**config.mk**
```make
export PLATFORM = sky130hd
export DESIGN_NAME = dsp_mac_engine
export DESIGN_NICKNAME = d
export VERILOG_FILES = /design/src/rtl/dmac_pkg.sv /design/src/rtl/dmac_product.sv /design/src/rtl/dmac_addsat.sv /design/src/rtl/dmac_wb_round.sv /design/src/rtl/dsp_mac_engine.sv
export SDC_FILE = /design/constraint.sdc
export NUM_CORES = 1
export LEC_CHECK = 0
export ABC_AREA = 1
export CAP_MARGIN = 20
export CORE_ASPECT_RATIO = 0.6
export CORE_MARGIN = 10
export CORE_UTILIZATION = 45
export CTS_CLUSTER_DIAMETER = 40
export DETAILED_ROUTE_END_ITERATION = 12
export PLACE_DENSITY = 0.61
export SLEW_MARGIN = 30
export SYNTH_ARGS = -nofsm -noshare
export SYNTH_HDL_FRONTEND = slang
export SYNTH_HIERARCHICAL = 1
export SYNTH_SLANG_ARGS = --single-unit
```
**constraint.sdc**
```tcl
create_clock -name clk -period 4.7 [get_ports clk]
set_clock_uncertainty 0.2 [all_clocks]
set_input_delay 0.94 -clock clk [delete_from_list [all_inputs] [get_ports clk]]
set_output_delay 0.94 -clock clk [all_outputs]
set_load 0.05 [all_outputs]
```
**src/rtl/dmac_pkg.sv**
```systemverilog
`timescale 1ns/1ps
package dmac_pkg;
  typedef enum logic [3:0] {
    OP_IDLE       = 4'd0,
    OP_MUL_LD     = 4'd1,
    OP_MUL_NEG_LD = 4'd2,
    OP_SQ_LD      = 4'd3,
    OP_MUL_ADD    = 4'd4,
    OP_MUL_SUB    = 4'd5,
    OP_SQ_ADD     = 4'd6,
    OP_ZERO       = 4'd7,
    OP_KEEP       = 4'd8,
    OP_SUM_AB     = 4'd9,
    OP_DIFF_AB    = 4'd10,
    OP_NEGATE     = 4'd11
  } dmac_op_e;
endpackage

```
**src/rtl/dmac_product.sv**
```systemverilog
`timescale 1ns/1ps
// Signed fractional multiplier: forms the product one bit wider than
// 2*OP_W so that -1.0 * -1.0 keeps its positive sign, then aligns it
// (shift by one) and sign-extends into the accumulator width.
module dmac_product #(
  parameter int OP_W  = 16,
  parameter int ACC_W = 40
) (
  input  logic [OP_W-1:0]  x_i,
  input  logic [OP_W-1:0]  y_i,
  output logic [ACC_W-1:0] prod_o
);
  localparam int PW = 2*OP_W + 1;

  logic signed [PW-1:0] x_ext;
  logic signed [PW-1:0] y_ext;
  logic signed [PW-1:0] p_full;

  assign x_ext  = {{(OP_W+1){x_i[OP_W-1]}}, x_i};
  assign y_ext  = {{(OP_W+1){y_i[OP_W-1]}}, y_i};
  assign p_full = x_ext * y_ext;

  // sign from the top product bit, magnitude bits moved up by one
  assign prod_o = {{(ACC_W-PW){p_full[PW-1]}}, p_full[PW-2:0], 1'b0};
endmodule

```
**src/rtl/dmac_addsat.sv**
```systemverilog
`timescale 1ns/1ps
// Shared adder/subtractor with one extra bit of headroom, range detect
// against the signed SAT_W-bit window and optional clamping.
module dmac_addsat #(
  parameter int ACC_W = 40,
  parameter int SAT_W = 32
) (
  input  logic [ACC_W-1:0] base_i,
  input  logic [ACC_W-1:0] addend_i,
  input  logic             sub_i,
  input  logic             sat_en_i,
  output logic [ACC_W-1:0] res_o,
  output logic             ovf_o
);
  localparam int SW = ACC_W + 1;
  localparam logic signed [SW-1:0] POS_LIM =
    {{(SW-SAT_W+1){1'b0}}, {(SAT_W-1){1'b1}}};
  localparam logic signed [SW-1:0] NEG_LIM =
    {{(SW-SAT_W+1){1'b1}}, {(SAT_W-1){1'b0}}};

  logic signed [SW-1:0] base_ext;
  logic signed [SW-1:0] add_ext;
  logic signed [SW-1:0] sum;
  logic                 above;
  logic                 below;

  assign base_ext = {base_i[ACC_W-1], base_i};
  assign add_ext  = {addend_i[ACC_W-1], addend_i};
  assign sum      = sub_i ? (base_ext - add_ext) : (base_ext + add_ext);
  assign above    = (sum > POS_LIM);
  assign below    = (sum < NEG_LIM);
  assign ovf_o    = above | below;

  always_comb begin
    if (sat_en_i && above)      res_o = POS_LIM[ACC_W-1:0];
    else if (sat_en_i && below) res_o = NEG_LIM[ACC_W-1:0];
    else                        res_o = sum[ACC_W-1:0];
  end
endmodule

```
**src/rtl/dmac_wb_round.sv**
```systemverilog
`timescale 1ns/1ps
// Write-back path: takes the accumulator from the rounding bit upward,
// adds the rounding bit to the high word and clamps to OP_W bits.
module dmac_wb_round #(
  parameter int OP_W  = 16,
  parameter int ACC_W = 40
) (
  input  logic [ACC_W-1:OP_W-1] acc_hi_i,
  output logic [OP_W-1:0]       wb_o
);
  localparam int HW = ACC_W - OP_W + 1;
  localparam logic signed [HW-1:0] MAX_W = {{(HW-OP_W+1){1'b0}}, {(OP_W-1){1'b1}}};
  localparam logic signed [HW-1:0] MIN_W = {{(HW-OP_W+1){1'b1}}, {(OP_W-1){1'b0}}};

  logic signed [HW-1:0] hi_word;
  logic signed [HW-1:0] rnd_inc;
  logic signed [HW-1:0] rounded;

  assign hi_word = {acc_hi_i[ACC_W-1], acc_hi_i[ACC_W-1:OP_W]};
  assign rnd_inc = {{(HW-1){1'b0}}, acc_hi_i[OP_W-1]};
  assign rounded = hi_word + rnd_inc;

  always_comb begin
    if (rounded > MAX_W)      wb_o = MAX_W[OP_W-1:0];
    else if (rounded < MIN_W) wb_o = MIN_W[OP_W-1:0];
    else                      wb_o = rounded[OP_W-1:0];
  end
endmodule

```
**src/rtl/dsp_mac_engine.sv**
```systemverilog
`timescale 1ns/1ps
module dsp_mac_engine
  import dmac_pkg::*;
#(
  parameter int OP_W  = 16,
  parameter int ACC_W = 40,
  parameter int SAT_W = 32
) (
  input  logic             clk,
  input  logic             rst_n,
  input  logic [3:0]       op_i,
  input  logic             acc_sel_i,
  input  logic [OP_W-1:0]  opnd_x_i,
  input  logic [OP_W-1:0]  opnd_y_i,
  input  logic             sat_en_i,
  input  logic             wb_req_i,
  output logic             res_valid_o,
  output logic [ACC_W-1:0] acc_a_o,
  output logic [ACC_W-1:0] acc_b_o,
  output logic             ovf_a_o,
  output logic             ovf_b_o,
  output logic             wb_valid_o,
  output logic [OP_W-1:0]  wb_data_o
);
  // ---------------- reset: asserted asynchronously, released on clk
  logic [1:0] rst_sync_q;
  logic       rst_sn;

  always_ff @(posedge clk or negedge rst_n) begin
    if (!rst_n) rst_sync_q <= 2'b00;
    else        rst_sync_q <= {rst_sync_q[0], 1'b1};
  end
  assign rst_sn = rst_sync_q[1];

  // ---------------- state
  logic [ACC_W-1:0] acc_a_q, acc_b_q;
  logic             ovf_a_q, ovf_b_q;
  logic             res_valid_q, wb_valid_q;
  logic [OP_W-1:0]  wb_data_q;

  // ---------------- datapath
  dmac_op_e         op;
  logic             sq_sel;
  logic [OP_W-1:0]  mul_y;
  logic [ACC_W-1:0] prod;
  logic [ACC_W-1:0] tgt_val, oth_val;
  logic [ACC_W-1:0] base, addend, sum_res;
  logic             sub, wr, wb_ok, known, sum_ovf;
  logic [OP_W-1:0]  wb_rnd;

  assign op      = dmac_op_e'(op_i);
  assign sq_sel  = (op == OP_SQ_LD) || (op == OP_SQ_ADD);
  assign mul_y   = sq_sel ? opnd_x_i : opnd_y_i;
  assign tgt_val = acc_sel_i ? acc_b_q : acc_a_q;
  assign oth_val = acc_sel_i ? acc_a_q : acc_b_q;

  dmac_product #(.OP_W(OP_W), .ACC_W(ACC_W)) u_prod (
    .x_i   (opnd_x_i),
    .y_i   (mul_y),
    .prod_o(prod)
  );

  always_comb begin
    base   = '0;
    addend = '0;
    sub    = 1'b0;
    wr     = 1'b0;
    wb_ok  = 1'b0;
    known  = 1'b1;
    case (op)
      OP_MUL_LD:     begin addend = prod; wr = 1'b1; end
      OP_MUL_NEG_LD: begin addend = prod; sub = 1'b1; wr = 1'b1; end
      OP_SQ_LD:      begin addend = prod; wr = 1'b1; end
      OP_MUL_ADD:    begin base = tgt_val; addend = prod; wr = 1'b1; wb_ok = 1'b1; end
      OP_MUL_SUB:    begin base = tgt_val; addend = prod; sub = 1'b1; wr = 1'b1; wb_ok = 1'b1; end
      OP_SQ_ADD:     begin base = tgt_val; addend = prod; wr = 1'b1; end
      OP_ZERO:       begin wr = 1'b1; wb_ok = 1'b1; end
      OP_KEEP:       begin wb_ok = 1'b1; end
      OP_SUM_AB:     begin base = tgt_val; addend = oth_val; wr = 1'b1; end
      OP_DIFF_AB:    begin base = tgt_val; addend = oth_val; sub = 1'b1; wr = 1'b1; end
      OP_NEGATE:     begin addend = tgt_val; sub = 1'b1; wr = 1'b1; end
      default:       known = 1'b0;
    endcase
  end

  dmac_addsat #(.ACC_W(ACC_W), .SAT_W(SAT_W)) u_addsat (
    .base_i  (base),
    .addend_i(addend),
    .sub_i   (sub),
    .sat_en_i(sat_en_i),
    .res_o   (sum_res),
    .ovf_o   (sum_ovf)
  );

  dmac_wb_round #(.OP_W(OP_W), .ACC_W(ACC_W)) u_wb (
    .acc_hi_i(oth_val[ACC_W-1:OP_W-1]),
    .wb_o    (wb_rnd)
  );

  // ---------------- next state and enables
  logic acc_a_en, acc_b_en, wb_fire;
  logic ovf_a_d, ovf_b_d;

  always_comb begin
    acc_a_en = wr & ~acc_sel_i;
    acc_b_en = wr &  acc_sel_i;
    wb_fire  = wb_ok & wb_req_i;
    ovf_a_d  = ovf_a_q | (acc_a_en & sum_ovf);
    ovf_b_d  = ovf_b_q | (acc_b_en & sum_ovf);
  end

  // ---------------- registers
  always_ff @(posedge clk or negedge rst_sn) begin
    if (!rst_sn) begin
      acc_a_q     <= '0;
      acc_b_q     <= '0;
      ovf_a_q     <= 1'b0;
      ovf_b_q     <= 1'b0;
      res_valid_q <= 1'b0;
      wb_valid_q  <= 1'b0;
      wb_data_q   <= '0;
    end else begin
      if (acc_a_en) acc_a_q   <= sum_res;
      if (acc_b_en) acc_b_q   <= sum_res;
      if (wb_fire)  wb_data_q <= wb_rnd;
      ovf_a_q     <= ovf_a_d;
      ovf_b_q     <= ovf_b_d;
      res_valid_q <= known;
      wb_valid_q  <= wb_fire;
    end
  end

  assign acc_a_o     = acc_a_q;
  assign acc_b_o     = acc_b_q;
  assign ovf_a_o     = ovf_a_q;
  assign ovf_b_o     = ovf_b_q;
  assign res_valid_o = res_valid_q;
  assign wb_valid_o  = wb_valid_q;
  assign wb_data_o   = wb_data_q;

  // ---------------- assertions
  function automatic logic fits_sat(input logic [ACC_W-1:0] v);
    return (&v[ACC_W-1:SAT_W-1]) | ~(|v[ACC_W-1:SAT_W-1]);
  endfunction

  p_valid_r10: assert property (@(posedge clk) disable iff (!rst_sn)
    (op_i inside {[4'd1:4'd11]}) |=> res_valid_o);

  p_idle_r10: assert property (@(posedge clk) disable iff (!rst_sn)
    !(op_i inside {[4'd1:4'd11]}) |=> (!res_valid_o && $stable(acc_a_o) && $stable(acc_b_o)));

  p_hold_b_r6: assert property (@(posedge clk) disable iff (!rst_sn)
    (!acc_sel_i) |=> $stable(acc_b_o));

  p_hold_a_r6: assert property (@(posedge clk) disable iff (!rst_sn)
    (acc_sel_i) |=> $stable(acc_a_o));

  p_clear_a_r4: assert property (@(posedge clk) disable iff (!rst_sn)
    (op_i == OP_ZERO && !acc_sel_i) |=> (acc_a_o == '0));

  p_keep_r4: assert property (@(posedge clk) disable iff (!rst_sn)
    (op_i == OP_KEEP) |=> ($stable(acc_a_o) && $stable(acc_b_o)));

  p_sat_a_r7: assert property (@(posedge clk) disable iff (!rst_sn)
    (sat_en_i && !acc_sel_i && (op_i inside {[4'd1:4'd7], [4'd9:4'd11]}))
      |=> fits_sat(acc_a_o));

  p_sat_b_r7: assert property (@(posedge clk) disable iff (!rst_sn)
    (sat_en_i && acc_sel_i && (op_i inside {[4'd1:4'd7], [4'd9:4'd11]}))
      |=> fits_sat(acc_b_o));

  p_ovf_a_sticky_r8: assert property (@(posedge clk) disable iff (!rst_sn)
    ovf_a_o |=> ovf_a_o);

  p_ovf_b_sticky_r8: assert property (@(posedge clk) disable iff (!rst_sn)
    ovf_b_o |=> ovf_b_o);

  p_no_wb_r9: assert property (@(posedge clk) disable iff (!rst_sn)
    !(op_i inside {4'd4, 4'd5, 4'd7, 4'd8}) |=> (!wb_valid_o && $stable(wb_data_o)));
endmodule

```
==> metrics.md <==
| Metric | Value |
|---|---|
| Met2 routed wirelength | `36000 µm` |
| Final max-slew violation count | `0` |
| Outcome | `complete, but fails checks` |
| Row cnt | `63` |
| Maximum number of pins on one net before global-route repair | `46` |
| RSZ-0062 raised after global routing | `yes` |
| Routed length on met3 | `approximately 14000 µm` |
| GR Overflow Total | `0` |
| Post-synth design cell area | `between 20000 and 25000 µm²` |
| Final Cell Area | `33200 µm²` |
| Required time at the endpoint of the critical path | `4.78 ns` |
| Worst-Margin Slew | `0.818 ns` |
| Number of H-tree levels | `3` |
| Kind of end point of the critical path | `flop` |
| IO buf count | `140` |
| Count of synthesis-stage warnings from yosys | `6` |
| Violated checks | `negative setup slack` |
| Dominant synthesized flop cell | `dfrtp_1` |
| Per-instance average area after synthesis | `6.40 µm²` |
| Post-route DRC violation count | `0` |
| Most used cell along the critical path | `nand2_1` |
| Full die area | `between 60000 and 70000 µm²` |
| Share of cells above drive strength 1 | `30.8%` |
| Final count of negative-setup-slack endpoints | `roughly 80` |
| Antenna viol nets, final | `0` |
| Capture point of the worst path | `acc_a_o[25]$_DFFE_PN0P_` |
| Gpl congestion | `1.01` |
| Source of the worst register-to-register timing path | `acc_a_o[0]$_DFFE_PN0P_` |
| Routed WL per cell | `19.8 µm` |
| Number of enable flip-flop cells after synthesis | `0` |
| Final Hold Vio Count | `0` |
| DIE HEIGHT | `194 µm` |
| Share of synthesized registers carrying an async set or reset | `100%` |
| Post-synth cell types | `49` |
| Portion of the post-synthesis area used by sequential elements | `11.2%` |
| Clock root cell | `clkbuf_16` |
| Delay contributed by the slowest stage of the critical path | `0.57 ns` |
| Critical Path Source Type | `primary input` |
| Total of flip-flops plus latches after synthesis | `102` |
| Post-detailed-routing wire length | `96600 µm` |
| Critical Setup Path Class | `primary input to flop` |
| Setup ws final | `-5.45 ns` |
| Top-Level Pins | `141` |
| Number of hold-repair buffers added at the cts stage | `0` |
| Top layer in use | `met5` |
| Clock-pin slew reported for the worst setup and hold paths after clock tree synthesis | `0.10 ns` |
| Worst hold path type | `flop to async pin` |
| Number of optimization iterations in the first detailed-route pass | `8` |
| Synthesized instance count | `about 3500` |
| WP data arrival | `10.24 ns` |
| Half-perimeter wire length after placement | `78300 µm` |
| Clock sink total | `just over 100` |
| Upper clock frequency limit | `98.5 MHz` |
| Portion of the clock cycle consumed by the worst path in the final layout | `216%` |
| Worst r2r dst | `acc_a_o[12]$_DFFE_PN0P_` |
| Initial detailed-routing violation count | `3215` |
| Detailed-route wire length on metal 1 | `between 40000 and 50000 µm` |
| Clock latency reported for the late side of the worst-skew pair | `0.40 ns` |
| Starting utilization of the core area | `45.7%` |
| Total clock buffers created by CTS | `9` |
| Maximum count of clock buffers along a single path | `2` |
| Global-route wire length before repair | `~140000 µm` |
| Vias post-DR | `25700` |
| Number of maximum-capacitance violations | `0` |
| Beginning of the critical path | `op_i[3]` |
| Die Span X | `310 µm` |
| Total global-route track usage | `a little under a third` |
| Multi-input logic area | `19600 µm²` |
| Area of all sequential standard cells | `2560 µm²` |
| Slew margin rel. | `45.4%` |
| Mapped Nets | `a little under 4000` |
| Minimum setup slack among reg-to-reg paths | `-0.65 ns` |
| TritonCTS clock tree | `yes` |
| Number of fill cells in the layout | `4282` |
| Syn-to-layout area delta | `46.3%` |
| Initial antenna violation count | `1` |
| Vias per Instance | `roughly 5.3` |
| FF-to-FF path depth | `31` |
| Post-route minimum period | `10.15 ns` |
| Standard cell with the maximum stage delay on the critical path | `fa_1` |
| Number of global-route vias before repair | `between 20000 and 25000` |
| Net count of the finished layout | `4658` |
| Placed cell areas | `29800 µm²` |
| Placeable Area | `slightly below 50000 µm²` |
| Largest driver fanout on the critical path | `8` |
-- final cells by class --
cell class	count	share of cell area, %
inverter	693	7.93
timing repair buffer	823	22.0
antenna	1	0.00753
sequential	102	7.69
multi-input combinational	2600	59.0
tap	650	2.45
clock buffer	9	0.677
clock inverter	7	0.267
-- worst max-delay path: cells and delay by family --
kind	cells	cell delay, ns
adder cells (fa/ha/maj)	8	3.54
AND/OR/NAND/NOR	29	3.19
buffers and inverters	17	1.68
AO/OA/AOI/OAI	4	0.54
XOR/XNOR	2	0.30
-- placed cells by master, fill, tap and decap left out, types with 8 or more instances in the layout --
| cell type | n |
|---|---|
| a21boi_0 | 23 |
| a21boi_1 | 17 |
| a21oi_1 | 32 |
| a21oi_2 | 34 |
| a21oi_4 | 10 |
| buf_12 | 39 |
| buf_4 | 607 |
| buf_6 | 28 |
| clkbuf_16 | 16 |
| clkdlybuf4s50_1 | 133 |
| dfrtp_1 | 101 |
| fa_1 | 248 |
| fa_2 | 15 |
| ha_1 | 87 |
| ha_4 | 38 |
| inv_1 | 618 |
| inv_2 | 65 |
| inv_4 | 8 |
| nand2_1 | 1165 |
| nand2_2 | 121 |
| nand2_4 | 70 |
| nand2_8 | 11 |
| nand3_1 | 211 |
| nand3_2 | 64 |
| nand3_4 | 11 |
| nand4_1 | 17 |
| nor2_1 | 111 |
| nor2_2 | 47 |
| nor2_4 | 38 |
| nor3_1 | 10 |
| nor3_2 | 9 |
| nor3_4 | 8 |
| o21ai_0 | 13 |
| o21ai_1 | 15 |
| o21ai_2 | 14 |
| xnor2_1 | 22 |
| xor2_1 | 70 |
-- synth_stat cells, types with 27 or more instances --
| library cell | count | share of area, % |
|---|---|---|
| a21oi_1 | 75 | 1.7 |
| buf_2 | 35 | 0.77 |
| clkbuf_1 | 98 | 1.6 |
| dfrtp_1 | 102 | 11 |
| fa_1 | 263 | 23 |
| ha_1 | 125 | 6.9 |
| inv_1 | 672 | 11 |
| nand2_1 | 1339 | 22 |
| nand3_1 | 279 | 6.1 |
| nor2_1 | 171 | 2.8 |
| o21ai_0 | 39 | 0.86 |
| xnor2_1 | 27 | 1.0 |
| xor2_1 | 76 | 2.9 |
-- layer usage --
| metal | track usage (%) | vias to the layer above |
|---|---|---|
| met5 | 0 | - |
| met4 | 3.98 | 7 |
| met3 | 12.2 | 103 |
| met2 | 38.9 | 1316 |
| met1 | 48.3 | 12300 |
| li1 | - | 11900 |
-- repair_timing --
item	CTS	global route
resized for setup	143	480
endpoints found under the setup margin	82	82
setup buffers	26	50
pin swaps	51	266
cloned	4	7
-- state kept, by name, summed over array words and instances, names as in the netlist --
name	flops
ovf_a_o	1
acc_b_o	40
rst_sync_q	2
wb_valid_o	1
wb_data_o	16
res_valid_o	1
acc_a_o	40
ovf_b_o	1
-- metrics by stage --
step | worst slack (ns) | utilization (%) | hold slack (ns) | TNS [ns] | cells
after floorplan | -4.46 | - | 0.131 | -364.34 | 3548
after global placement | -6.80 | 59.9 | 0.142 | -545.86 | 4782
after detailed placement | -6.76 | 59.9 | 0.103 | -543.86 | 4783
after CTS | -5.82 | 62.2 | 0.0977 | -474.03 | 4829
after global routing | -5.77 | 66.9 | 0.124 | -467.40 | 4884
final | -5.45 | 66.9 | 0.0828 | -442.56 | 4885
-- kinds of logic after synthesis --
group / share of synthesized area (%)
compound gates: 4.83
fa+ha+maj: 30.1
simple gates: 35.1
xor+xnor: 4.16
other cells: 0.0331
buf+inv: 14.6
flops: 11.2
-- how the worst min path moves through the flow --
| stage | start | endpoint | slack, ns | depth (start not counted) |
|---|---|---|---|---|
| floorplan | rst_sync_q[0]$_DFF_PN0_ | rst_sync_q[1]$_DFF_PN0_ | 0.13 | 0 |
| global placement | rst_sync_q[0]$_DFF_PN0_ | rst_sync_q[1]$_DFF_PN0_ | 0.14 | 0 |
| detailed placement | rst_sync_q[1]$_DFF_PN0_ | acc_b_o[7]$_DFFE_PN0P_ | 0.10 | 0 |
| CTS | rst_sync_q[1]$_DFF_PN0_ | acc_a_o[7]$_DFFE_PN0P_ | 0.1 | 0 |
| global route | rst_sync_q[1]$_DFF_PN0_ | acc_a_o[7]$_DFFE_PN0P_ | 0.12 | 0 |
| finish | rst_sync_q[1]$_DFF_PN0_ | acc_a_o[7]$_DFFE_PN0P_ | 0.08 | 0 |
Power is not shown: default switching activity piles up to over one toggle a cycle in this logic, so the estimate is an artifact.
